### config.mk
export PLATFORM = sky130hd
export DESIGN_NAME = dual_serial_master
export DESIGN_NICKNAME = d
export VERILOG_FILES = /design/src/rtl/dsm_pkg.sv /design/src/rtl/dsm_datapath.sv /design/src/rtl/dsm_control.sv /design/src/rtl/dual_serial_master.sv
export SDC_FILE = /design/constraint.sdc
export NUM_CORES = 1
export LEC_CHECK = 0
export BUFFER_PORTS_ARGS = -buffer_cell sky130_fd_sc_hd__buf_2
export CAP_MARGIN = 20
export CORE_ASPECT_RATIO = 0.6
export CORE_MARGIN = 4
export CORE_UTILIZATION = 50
export CTS_CLUSTER_DIAMETER = 150
export DETAILED_ROUTE_END_ITERATION = 16
export PLACE_DENSITY = 0.75
export SYNTH_ARGS = -nofsm -noshare
export SYNTH_HDL_FRONTEND = slang
export SYNTH_SLANG_ARGS = --single-unit
### constraint.sdc
create_clock -name clk -period 1.8 [get_ports clk]
set_input_delay 0.36 -clock clk [delete_from_list [all_inputs] [get_ports clk]]
set_output_delay 0.36 -clock clk [all_outputs]
set_load 0.02 [all_outputs]
### src/rtl/dsm_pkg.sv
package dsm_pkg;
  typedef enum logic [2:0] {
    SEQ_IDLE, SEQ_START, SEQ_BITS, SEQ_STOP, SEQ_FINISH
  } seqState_t;

  typedef struct packed {
    logic load;
    logic shift;
    logic sampleData;
    logic sampleAck;
    logic checkClash;
  } seqStrobe_t;

  localparam int DEV_W    = 5;
  localparam int REG_W    = 5;
  localparam int DATA_W   = 16;
  localparam int MD_TAIL  = 32;  // start, op, address, turnaround, data
  localparam int LS_BITS  = 27;  // three bytes with acknowledge slots
  localparam int LS_ACK_A = 8;
  localparam int LS_ACK_B = 17;
  localparam int LS_DAT_0 = 18;
  localparam int LS_DAT_7 = 25;
endpackage

### src/rtl/dsm_datapath.sv
module dsm_datapath
  import dsm_pkg::*;
#(
  parameter int PRE_LEN = 32,
  parameter int DIV_W   = 8
) (
  input  logic                 clk,
  input  logic                 rstN,
  input  logic                 cfgWrite,
  input  logic                 cfgLowSpeed,
  input  logic [DIV_W-1:0]     cfgDivider,
  input  logic                 cmdRead,
  input  logic [DEV_W-1:0]     cmdDev,
  input  logic [REG_W-1:0]     cmdReg,
  input  logic [DATA_W-1:0]    cmdWdata,
  input  seqStrobe_t           strobe,
  input  logic                 sdaIn,
  output logic                 cfgLs,
  output logic                 tick,
  output logic                 txBit,
  output logic [DATA_W-1:0]    rdData,
  output logic                 ackErr,
  output logic                 lineClash
);
  localparam int FW = PRE_LEN + MD_TAIL;

  logic [DIV_W-1:0] cfgDiv, divActive, divCnt;
  logic [FW-1:0]    shReg, mdFrame, lsFrame;

  assign tick  = (divCnt == divActive);
  assign txBit = shReg[FW-1];

  // both framings share one shift register; a 1 means "release the line"
  assign mdFrame = {{PRE_LEN{1'b1}}, 2'b01, cmdRead ? 2'b10 : 2'b01, cmdDev, cmdReg,
                    cmdRead ? 2'b11 : 2'b10, cmdRead ? {DATA_W{1'b1}} : cmdWdata};
  assign lsFrame = {cmdDev, 2'b00, cmdRead, 1'b1, 3'b000, cmdReg, 1'b1,
                    cmdRead ? 8'hFF : cmdWdata[7:0], 1'b1, {(FW-LS_BITS){1'b1}}};

  always_ff @(posedge clk or negedge rstN) begin
    if (!rstN) begin
      cfgLs     <= 1'b0;
      cfgDiv    <= '0;
      divActive <= '0;
      divCnt    <= '0;
      shReg     <= '1;
      rdData    <= '0;
      ackErr    <= 1'b0;
      lineClash <= 1'b0;
    end else begin
      if (cfgWrite) begin
        cfgLs  <= cfgLowSpeed;
        cfgDiv <= cfgDivider;
      end
      if (strobe.load || tick) divCnt <= '0;
      else                     divCnt <= divCnt + 1'b1;
      if (strobe.load) begin
        divActive <= cfgDiv;
        shReg     <= cfgLs ? lsFrame : mdFrame;
        rdData    <= '0;
        ackErr    <= 1'b0;
        lineClash <= 1'b0;
      end else begin
        if (strobe.shift)      shReg  <= {shReg[FW-2:0], 1'b1};
        if (strobe.sampleData) rdData <= {rdData[DATA_W-2:0], sdaIn};
        if (strobe.sampleAck && sdaIn) ackErr <= 1'b1;
        if (strobe.checkClash && txBit && !sdaIn) lineClash <= 1'b1;
      end
    end
  end

  AST_SHIFT_ON_TICK: assert property (@(posedge clk) disable iff (!rstN)
    strobe.shift |-> tick);
  AST_ONE_SAMPLE_KIND: assert property (@(posedge clk) disable iff (!rstN)
    $countones({strobe.sampleData, strobe.sampleAck, strobe.checkClash}) <= 1);
  AST_ACK_CLEARED_ON_LOAD: assert property (@(posedge clk) disable iff (!rstN)
    strobe.load |=> !ackErr && !lineClash);
endmodule

### src/rtl/dsm_control.sv
module dsm_control
  import dsm_pkg::*;
#(
  parameter int PRE_LEN = 32
) (
  input  logic       clk,
  input  logic       rstN,
  input  logic       cmdStart,
  input  logic       cmdRead,
  input  logic       cfgLs,
  input  logic       tick,
  input  logic       txBit,
  output seqStrobe_t strobe,
  output logic       busy,
  output logic       done,
  output logic       modeLs,
  output logic       sclOe,
  output logic       sdaOe
);
  localparam int FW    = PRE_LEN + MD_TAIL;
  localparam int CNT_W = $clog2(FW + 1);
  localparam logic [CNT_W-1:0] MD_LAST = CNT_W'(FW - 1);
  localparam logic [CNT_W-1:0] MD_DAT0 = CNT_W'(FW - DATA_W);
  localparam logic [CNT_W-1:0] MD_TA0  = CNT_W'(FW - DATA_W - 2);
  localparam logic [CNT_W-1:0] LS_LAST = CNT_W'(LS_BITS - 1);
  localparam logic [CNT_W-1:0] LS_A    = CNT_W'(LS_ACK_A);
  localparam logic [CNT_W-1:0] LS_B    = CNT_W'(LS_ACK_B);
  localparam logic [CNT_W-1:0] LS_D0   = CNT_W'(LS_DAT_0);
  localparam logic [CNT_W-1:0] LS_D7   = CNT_W'(LS_DAT_7);

  seqState_t        state;
  logic [1:0]       phase;
  logic [CNT_W-1:0] bitCnt;
  logic             rdMode, sdaHold;
  logic             lsData, ackSlot, relZone, sampleEdge;

  assign busy = (state != SEQ_IDLE);

  always_comb begin
    lsData     = (bitCnt >= LS_D0) && (bitCnt <= LS_D7);
    ackSlot    = modeLs && ((bitCnt == LS_A) || (bitCnt == LS_B) ||
                            ((bitCnt == LS_LAST) && !rdMode));
    relZone    = rdMode && (modeLs ? lsData : (bitCnt >= MD_TA0));
    sampleEdge = (state == SEQ_BITS) && tick && (phase == 2'd2);
    strobe.load       = (state == SEQ_IDLE) && cmdStart;
    strobe.shift      = (state == SEQ_BITS) && tick && (phase == 2'd3);
    strobe.sampleData = sampleEdge && rdMode && (modeLs ? lsData : (bitCnt >= MD_DAT0));
    strobe.sampleAck  = sampleEdge && ackSlot;
    strobe.checkClash = sampleEdge && !ackSlot && !relZone;
  end

  always_comb begin
    unique case (state)
      SEQ_START: begin sclOe = 1'b0;         sdaOe = phase[1]; end
      SEQ_BITS:  begin sclOe = !phase[1];    sdaOe = sdaHold; end
      SEQ_STOP:  begin sclOe = !phase[1];
                       sdaOe = (phase == 2'd0) ? sdaHold : (phase != 2'd3); end
      default:   begin sclOe = 1'b0;         sdaOe = 1'b0; end
    endcase
  end

  always_ff @(posedge clk or negedge rstN) begin
    if (!rstN) begin
      state   <= SEQ_IDLE;
      phase   <= '0;
      bitCnt  <= '0;
      rdMode  <= 1'b0;
      modeLs  <= 1'b1;
      sdaHold <= 1'b0;
      done    <= 1'b0;
    end else begin
      done <= 1'b0;
      unique case (state)
        SEQ_IDLE: if (cmdStart) begin
          modeLs  <= cfgLs;
          rdMode  <= cmdRead;
          phase   <= '0;
          bitCnt  <= '0;
          sdaHold <= cfgLs;
          state   <= cfgLs ? SEQ_START : SEQ_BITS;
        end
        SEQ_START: if (tick) begin
          phase <= phase + 2'd1;
          if (phase == 2'd3) state <= SEQ_BITS;
        end
        SEQ_BITS: if (tick) begin
          phase <= phase + 2'd1;
          if (phase == 2'd0) sdaHold <= !txBit;
          if (phase == 2'd3) begin
            bitCnt <= bitCnt + 1'b1;
            if (bitCnt == (modeLs ? LS_LAST : MD_LAST))
              state <= modeLs ? SEQ_STOP : SEQ_FINISH;
          end
        end
        SEQ_STOP: if (tick) begin
          phase <= phase + 2'd1;
          if (phase == 2'd3) state <= SEQ_FINISH;
        end
        default: begin
          state <= SEQ_IDLE;
          done  <= 1'b1;
        end
      endcase
    end
  end

  AST_DONE_NOT_BUSY: assert property (@(posedge clk) disable iff (!rstN)
    done |-> !busy);
  AST_DONE_ONE_CYCLE: assert property (@(posedge clk) disable iff (!rstN)
    done |=> !done);
  AST_MODE_HELD: assert property (@(posedge clk) disable iff (!rstN)
    (busy && $past(busy)) |-> $stable(modeLs));
  AST_SDA_MOVES_SCL_LOW: assert property (@(posedge clk) disable iff (!rstN)
    (state == SEQ_BITS && $past(state) == SEQ_BITS && !$stable(sdaOe)) |-> sclOe);
endmodule

### src/rtl/dual_serial_master.sv
module dual_serial_master
  import dsm_pkg::*;
#(
  parameter int PRE_LEN = 32,
  parameter int DIV_W   = 8
) (
  input  logic              clk,
  input  logic              rstN,
  input  logic              cfgWrite,
  input  logic              cfgLowSpeed,
  input  logic [DIV_W-1:0]  cfgDivider,
  input  logic              cmdStart,
  input  logic              cmdRead,
  input  logic [4:0]        cmdDev,
  input  logic [4:0]        cmdReg,
  input  logic [15:0]       cmdWdata,
  input  logic              sdaIn,
  output logic              sclOe,
  output logic              sdaOe,
  output logic              protoInd,
  output logic              busy,
  output logic              done,
  output logic [15:0]       rdData,
  output logic              ackErr,
  output logic              lineClash
);
  seqStrobe_t strobe;
  logic cfgLs, tick, txBit, modeLs;

  dsm_control #(.PRE_LEN(PRE_LEN)) uCtl (
    .clk(clk), .rstN(rstN), .cmdStart(cmdStart), .cmdRead(cmdRead),
    .cfgLs(cfgLs), .tick(tick), .txBit(txBit), .strobe(strobe),
    .busy(busy), .done(done), .modeLs(modeLs), .sclOe(sclOe), .sdaOe(sdaOe)
  );

  dsm_datapath #(.PRE_LEN(PRE_LEN), .DIV_W(DIV_W)) uDp (
    .clk(clk), .rstN(rstN), .cfgWrite(cfgWrite), .cfgLowSpeed(cfgLowSpeed),
    .cfgDivider(cfgDivider), .cmdRead(cmdRead), .cmdDev(cmdDev), .cmdReg(cmdReg),
    .cmdWdata(cmdWdata), .strobe(strobe), .sdaIn(sdaIn), .cfgLs(cfgLs),
    .tick(tick), .txBit(txBit), .rdData(rdData), .ackErr(ackErr),
    .lineClash(lineClash)
  );

  assign protoInd = busy ? modeLs : 1'b1;

  AST_IDLE_LINES_FREE: assert property (@(posedge clk) disable iff (!rstN)
    !busy |-> !sclOe && !sdaOe);
endmodule

==> impl_metrics.py, run 1 <==
metrics = {
    "setup_path": {
        "cp.arrival_ns": 2.45,
        "end_kind": "register",
        "crit_fanout": 6,
        "worstSetupStartpointType": "register",
        "critical_path_class": "reg -> reg",
        "worstPathRequired_ns": 2.12,
    },
    "sta": {
        "fin_worst_skew_ns": 0.009715,
        "setup_violations": 94,
        "worstMarginPinSlew_ns": 0.5470,
        "slew_viol_final": 0,
        "finalHoldViolations": 0,
        "slew_headroom": 0.6320,
        "grt_setup_unrepaired": "yes",
        "setup_ws_ns": -0.3254,
        "max_freq_ghz": 0.4705,
        "finalCritPeriodShare": 1.181,
        "min_period_ns": 2.125,
    },
    "clock_tree": {
        "cts_buffers": 17,
        "clockBufferDepth": 2,
        "cts_root_buf": "clkbuf_16",
        "clock_latency_ns": 0.43,
        "cts_tree": "yes",
        "cts.sinks": 123,
        "clk_pin_slew_ns": 0.06,
        "htree_levels": 4,
    },
    "outcome": {
        "violations": "negative setup slack",
        "outcome": "complete, but fails checks",
    },
    "synthesis": {
        "synth.top_cells.by_area": "dfstp_2 (29%), dfrtp_1 (25%), nand2_1 (6.8%), nor3_1 (5.7%), nor2_1 (3.2%)",
        "ys_ff_latch": 123,
        "syn-mean-instance-area_um2": 9.402,
        "synth_area_mm2": 0.005923,
        "synth_area_leader_cell": "dfstp_2",
        "synth.distinct_cells": 51,
        "ys_seq_area_frac": 0.5334,
        "ys_warn_count": 0,
        "synth-edff-count": 0,
        "syn_nets": 679,
        "synthFlopType": "dfstp_2",
        "yosys.area.top_type_share": 0.2883,
        "async_reset_ff_frac": 1.000,
        "syn_inst": 630,
    },
    "grt": {
        "grt-ovfl-total": 0,
        "antenna_found_initial": 0,
        "grt_pass1_vias": 4847,
        "grt_pass1_wl_um": 23830,
        "grtUsageTotal": 0.2172,
        "grt_max_degree": 57,
    },
    "layout": {
        "stdcell_area_mm2": 0.009220,
        "drive_above_1_share": 0.5703,
        "final_cell_mix": "nand2_1 (65), dfstp_2 (65), buf_2 (58)",
        "register_area_mm2": 0.003163,
        "multi_input_area_mm2": 0.003568,
        "nNetsFinal": 804,
        "fillers": 580,
        "n_antenna_cell": 0,
        "synthToLayoutAreaGrowth_pct": 55.66,
    },
    "placement": {
        "placed_cell_area_mm2": 0.006760,
        "port-buffer-count": 63,
        "dp_hpwl_um": 9438,
        "place.gp.congestion": 0.8621,
    },
    "floorplan": {
        "design.core.area_mm2": 0.01145,
        "die_w_um": 148.5,
        "row_count": 30,
        "io-pin-count": 64,
        "initial_core_util": 0.5174,
        "die_h_um": 92.31,
        "die-area_mm2": 0.01371,
    },
    "flow_run": {
        "maxCapViolations": 0,
    },
    "drt": {
        "vias": 5790,
        "routed_via_density": 6.239,
        "wl_per_cell_um": 22.74,
        "drc": 0,
        "wl_um": 21110,
        "drt_first_pass_iters": 6,
        "postRouteAntennaNets": 0,
        "first_iter_violations": 564,
    },
    "power": {
        "peakVddDrop_mv": 0.8114,
        "p_per_area_mw_per_mm2": 1389,
        "power_uw": 12810,
        "p_leak_uw": 0.003951,
    },
    "worst_hold_path": {
        "hold_class": "in -> reg",
    },
}
-- power breakdown --
part | switching, uW | total [uW] | internal (uW)
Clock | 1330 | 3500 | 2170
Sequential | 801 | 4710 | 3910
Combinational | 2390 | 4600 | 2210
-- synth_stat cells, drive strengths merged (2+ instances only) --
cell type and number:
or3 3, inv 25, ha 8, a311oi 5, o22ai 10, or4 3
nor2 50, clkbuf 38, mux2 13, a211oi 2, a211o 2, xor2 3
nor3 68, nor2b 4, o21ai 14, nor4 8, a31oi 22, xnor2 11
and3 5, dfrtp 58, nor3b 13, buf 13, nand2 108, nand4 3
a21oi 10, mux2i 16, dfstp 65, nand3 26, nor4b 3, a41o 2
o31ai 4
-- through the flow --
| step | util | cells | hold slack (ns) | TNS, ns | setup slack [ns] |
|---|---|---|---|---|---|
| floorplan | - | 630 | 0.06441 | -2.551 | -0.1442 |
| global placement | 0.5905 | 849 | 0.2854 | -5.693 | -0.1755 |
| detailed placement | 0.5905 | 849 | 0.2905 | -8.479 | -0.1977 |
| CTS | 0.6580 | 889 | 0.1645 | -1.222 | -0.2333 |
| global route | 0.8054 | 928 | 0.1706 | -19.85 | -0.3972 |
| finish | 0.8054 | 928 | 0.1684 | -13.51 | -0.3254 |
-- worst max-delay path: stages (launching register included) --
cell,delay [ns]
dfrtp_1,0.40
xnor2_1,0.23
nand4_2,0.19
buf_6,0.19
nor3_4,0.26
buf_6,0.14
clkbuf_16,0.14
clkbuf_16,0.16
nor3_1,0.06
nor3_1,0.24
-- sequential cells by signal, summed over array words and instances, names as in the netlist --
register	count
uCtl.bitCnt	7
uCtl.done	1
uCtl.modeLs	1
uCtl.phase	2
uCtl.rdMode	1
uCtl.sdaHold	1
uCtl.state	3
uDp.ackErr	1
uDp.cfgDiv	8
uDp.cfgLs	1
uDp.divActive	8
uDp.divCnt	8
uDp.lineClash	1
uDp.rdData	16
uDp.shReg	64
-- timing repair --
item	in CTS	in global routing
endpoints found under the hold margin	18	0
cloned	0	20
buffers inserted	7	20
endpoints found under the setup margin	82	93
pin swaps	4	98
resized for setup	31	256
hold buffers	1	0
-- cell families after synthesis --
| group | share of synthesized area |
|---|---|
| muxes | 0.05175 |
| xor gates and xnor gates | 0.02070 |
| AOI/OAI and AO/OA | 0.08957 |
| DFF | 0.5334 |
| adders and majority gates | 0.01690 |
| and+or+nand+nor | 0.2374 |
| buffers and inverters | 0.05028 |
-- path summary, 6_finish.rpt --
check | start | to | slack, ns | cells past startpoint
hold reg to reg | uDp.cfgDiv[2] | uDp.divActive[2] | 0.47 | 2
min in group asynchronous | rstN | uDp.divActive[2] | 0.39 | 2
max in group asynchronous | rstN | uDp.shReg[30] | 0.79 | 3
hold / removal | cfgDivider[4] | uDp.cfgDiv[4] | 0.17 | 2
setup reg to reg | uDp.divActive[0] | uDp.shReg[27] | -0.33 | 9
setup / recovery | uDp.divActive[0] | uDp.shReg[27] | -0.33 | 9
-- per-layer routing --
layer	track usage	up-vias	wire length, um
met5	0	-	0
met2	0.3291	394	10110
met3	0.05281	101	1813
li1	-	2450	-
met1	0.3101	2845	8304
met4	0.06687	0	872
-- area by class of cell --
class | instances | area share
inverters | 25 | 0.01045
clock inverters | 15 | 0.01886
multi-input cells | 432 | 0.3870
flip-flops and latches | 123 | 0.3431
repair buffers | 156 | 0.1728
well taps | 160 | 0.02171
clock buffers | 17 | 0.04614
No activity file was read; power rests on OpenSTA's default activity.
==> run 2: changes to the inputs <==
--- a/config.mk
+++ b/config.mk
@@ -9,10 +9,11 @@
 export CAP_MARGIN = 20
 export CORE_ASPECT_RATIO = 0.6
 export CORE_MARGIN = 4
-export CORE_UTILIZATION = 50
+export CORE_UTILIZATION = 53
 export CTS_CLUSTER_DIAMETER = 150
 export DETAILED_ROUTE_END_ITERATION = 16
-export PLACE_DENSITY = 0.75
+export PLACE_DENSITY = 0.79
+export SLEW_MARGIN = 20
 export SYNTH_ARGS = -nofsm -noshare
 export SYNTH_HDL_FRONTEND = slang
 export SYNTH_SLANG_ARGS = --single-unit
==> constraint.sdc (replaced) <==
create_clock -name clk -period 1.8 [get_ports clk]
set_input_delay 0.36 -clock clk [delete_from_list [all_inputs] [get_ports clk]]
set_output_delay 0.36 -clock clk [all_outputs]
set_load 0.05 [all_outputs]
==> impl_metrics.py, run 2 (synthesis gave the netlist of run 1 again) <==
metrics = {
    "grt": {
        "grt_pass1_wl_um": 28300,
        "antenna_found_initial": 0,
        "grt_pass1_vias": 5675,
        "grtUsageTotal": 0.2725,
        "grt-ovfl-total": 0,
        "grt_max_degree": 42,
    },
    "sta": {
        "min_period_ns": 2.249,
        "finalCritPeriodShare": 1.250,
        "setup_violations": 99,
        "max_freq_ghz": 0.4446,
        "grt_setup_unrepaired": "yes",
        "fin_setup_tns_ns": -17.65,
        "setup_ws_ns": -0.4491,
        "finalHoldViolations": 0,
        "hold-worst-slack_ns": 0.1770,
        "worstMarginPinSlew_ns": 0.7407,
        "slew_headroom": 0.4993,
        "slew_viol_final": 0,
        "fin_worst_skew_ns": 0.01152,
    },
    "layout": {
        "drive_above_1_share": 0.5348,
        "stdcell_area_mm2": 0.008812,
        "nNetsFinal": 812,
        "n_antenna_cell": 0,
        "final_common_cell": "nand2_1",
        "reg.largest.list": "uDp.shReg x64, uDp.rdData x16",
        "regMostFlops": "uDp.shReg",
        "synthToLayoutAreaGrowth_pct": 48.77,
        "final_cell_mix": "nand2_1 (77), dfstp_2 (65), buf_2 (58)",
        "largest_register_ffs": 64,
    },
    "worst_hold_path": {
        "hold_path_end": "uDp.cfgDiv[5]",
        "hold_depth": 2,
        "hold_class": "in -> reg",
        "hp-start": "cfgDivider[5]",
    },
    "setup_path": {
        "cp_common_cell": "buf_6",
        "cp.arrival_ns": 1.89,
        "slowest_delay_ns": 0.39,
        "path_cells": "buf_6 -> inv_2 -> ha_4 -> o31ai_2 -> a21oi_1 -> nor2_2 -> buf_6",
        "crit_fanout": 3,
        "worstPathRequired_ns": 1.44,
        "crit_buf_inv": 3,
        "cpMaxStageDelayCell": "dfrtp_1",
        "r2r_start": "uDp.divCnt[7]",
        "reg2reg_slack_ns": -0.33,
        "worstSetupStartpointType": "register",
        "reg2reg_depth": 9,
        "r2r-end": "uDp.shReg[4]",
        "end_kind": "output pin",
        "critical_path_class": "reg -> out",
        "crit_family": "compound AO/OA/AOI/OAI gates",
    },
    "placement": {
        "placed_cell_area_mm2": 0.006751,
        "dp_hpwl_um": 9738,
        "place.gp.congestion": 0.8737,
        "port-buffer-count": 63,
    },
    "power": {
        "p_leak_uw": 0.003879,
        "p_per_area_mw_per_mm2": 1435,
        "power_uw": 12650,
        "peakVddDrop_mv": 0.7652,
    },
    "drt": {
        "drc": 0,
        "wl_per_cell_um": 24.02,
        "wl_um": 21980,
        "drt_first_pass_iters": 8,
        "postRouteAntennaNets": 0,
        "first_iter_violations": 919,
        "routed_via_density": 6.605,
        "vias": 6044,
    },
    "clock_tree": {
        "cts_root_buf": "clkbuf_16",
        "cts_buffers": 17,
        "clock_latency_ns": 0.42,
        "clockBufferDepth": 2,
        "clk_pin_slew_ns": 0.06,
        "cts_tree": "yes",
        "cts.sinks": 123,
        "htree_levels": 4,
    },
    "outcome": {
        "violations": "negative setup slack",
        "outcome": "complete, but fails checks",
    },
    "floorplan": {
        "die_w_um": 144.5,
        "die-area_mm2": 0.01299,
        "io-pin-count": 64,
        "initial_core_util": 0.5515,
        "row_count": 29,
        "design.core.area_mm2": 0.01074,
        "die_h_um": 89.89,
    },
    "flow_run": {
        "maxCapViolations": 0,
    },
}
## run 2: cell types whose count changed in the layout (fill, tap and decap cells not counted), sizes merged
| cell | before | now |
|---|---|---|
| buf | 141 | 159 |
| clkbuf | 31 | 22 |
| inv | 26 | 30 |
| clkinv | 7 | 4 |
| bufinv | 3 | 2 |
| or3 | 4 | 3 |
## run 2: layer usage
layer	GRT usage	up-vias	wire length, um
li1	-	2456	-
met1	0.3644	2924	8530
met2	0.4199	514	9851
met3	0.06999	150	2420
met4	0.1188	0	1180
met5	0	-	0
## run 2: final cells by class
| type | count | area [um2] |
|---|---|---|
| repair buffers | 165 | 1573 |
| fillers | 504 | 1928 |
| clock buffers | 17 | 425.4 |
| multi-input cells | 431 | 3218 |
| well taps | 139 | 173.9 |
| clock inverters | 15 | 165.2 |
| flip-flops and latches | 123 | 3161 |
| inverters | 25 | 96.34 |
## run 2: where the power goes
group | switching, uW | internal, uW
clock | 1430 | 2060
combinational | 2500 | 1990
sequential | 769 | 3900
total | 4700 | 7950
## run 2: what timing repair did
item / in CTS / in global routing
hold endpoints to repair: 10 / 0
hold buffers: 1 / 0
pin swaps: 24 / 41
buffers inserted: 22 / 19
resized for setup: 84 / 155
endpoints found under the setup margin: 91 / 100
cloned: 7 / 6
## run 2: through the flow
stage / worst slack, ns / utilization / instances
floorplan: -0.1442 / - / 630
global placement: -0.1507 / 0.6286 / 835
detailed placement: -0.2559 / 0.6286 / 835
CTS: -0.2909 / 0.7452 / 897
global route: -0.4768 / 0.8205 / 915
finish: -0.4491 / 0.8205 / 915
## run 2: worst max-delay path by stage
stage | end | startpoint | cells after the start | slack [ns]
2_1_floorplan | uCtl.bitCnt[6] | uCtl.state[0] | 7 | -0.14
3_3_place_gp | uCtl.bitCnt[6] | uDp.divActive[7] | 5 | -0.15
3_5_place_dp | uCtl.bitCnt[6] | uDp.divActive[7] | 5 | -0.26
4_1_cts | sdaOe | uCtl.phase[1] | 6 | -0.29
5_1_grt | sdaOe | uCtl.phase[1] | 7 | -0.48
6_report | sdaOe | uCtl.phase[1] | 7 | -0.45
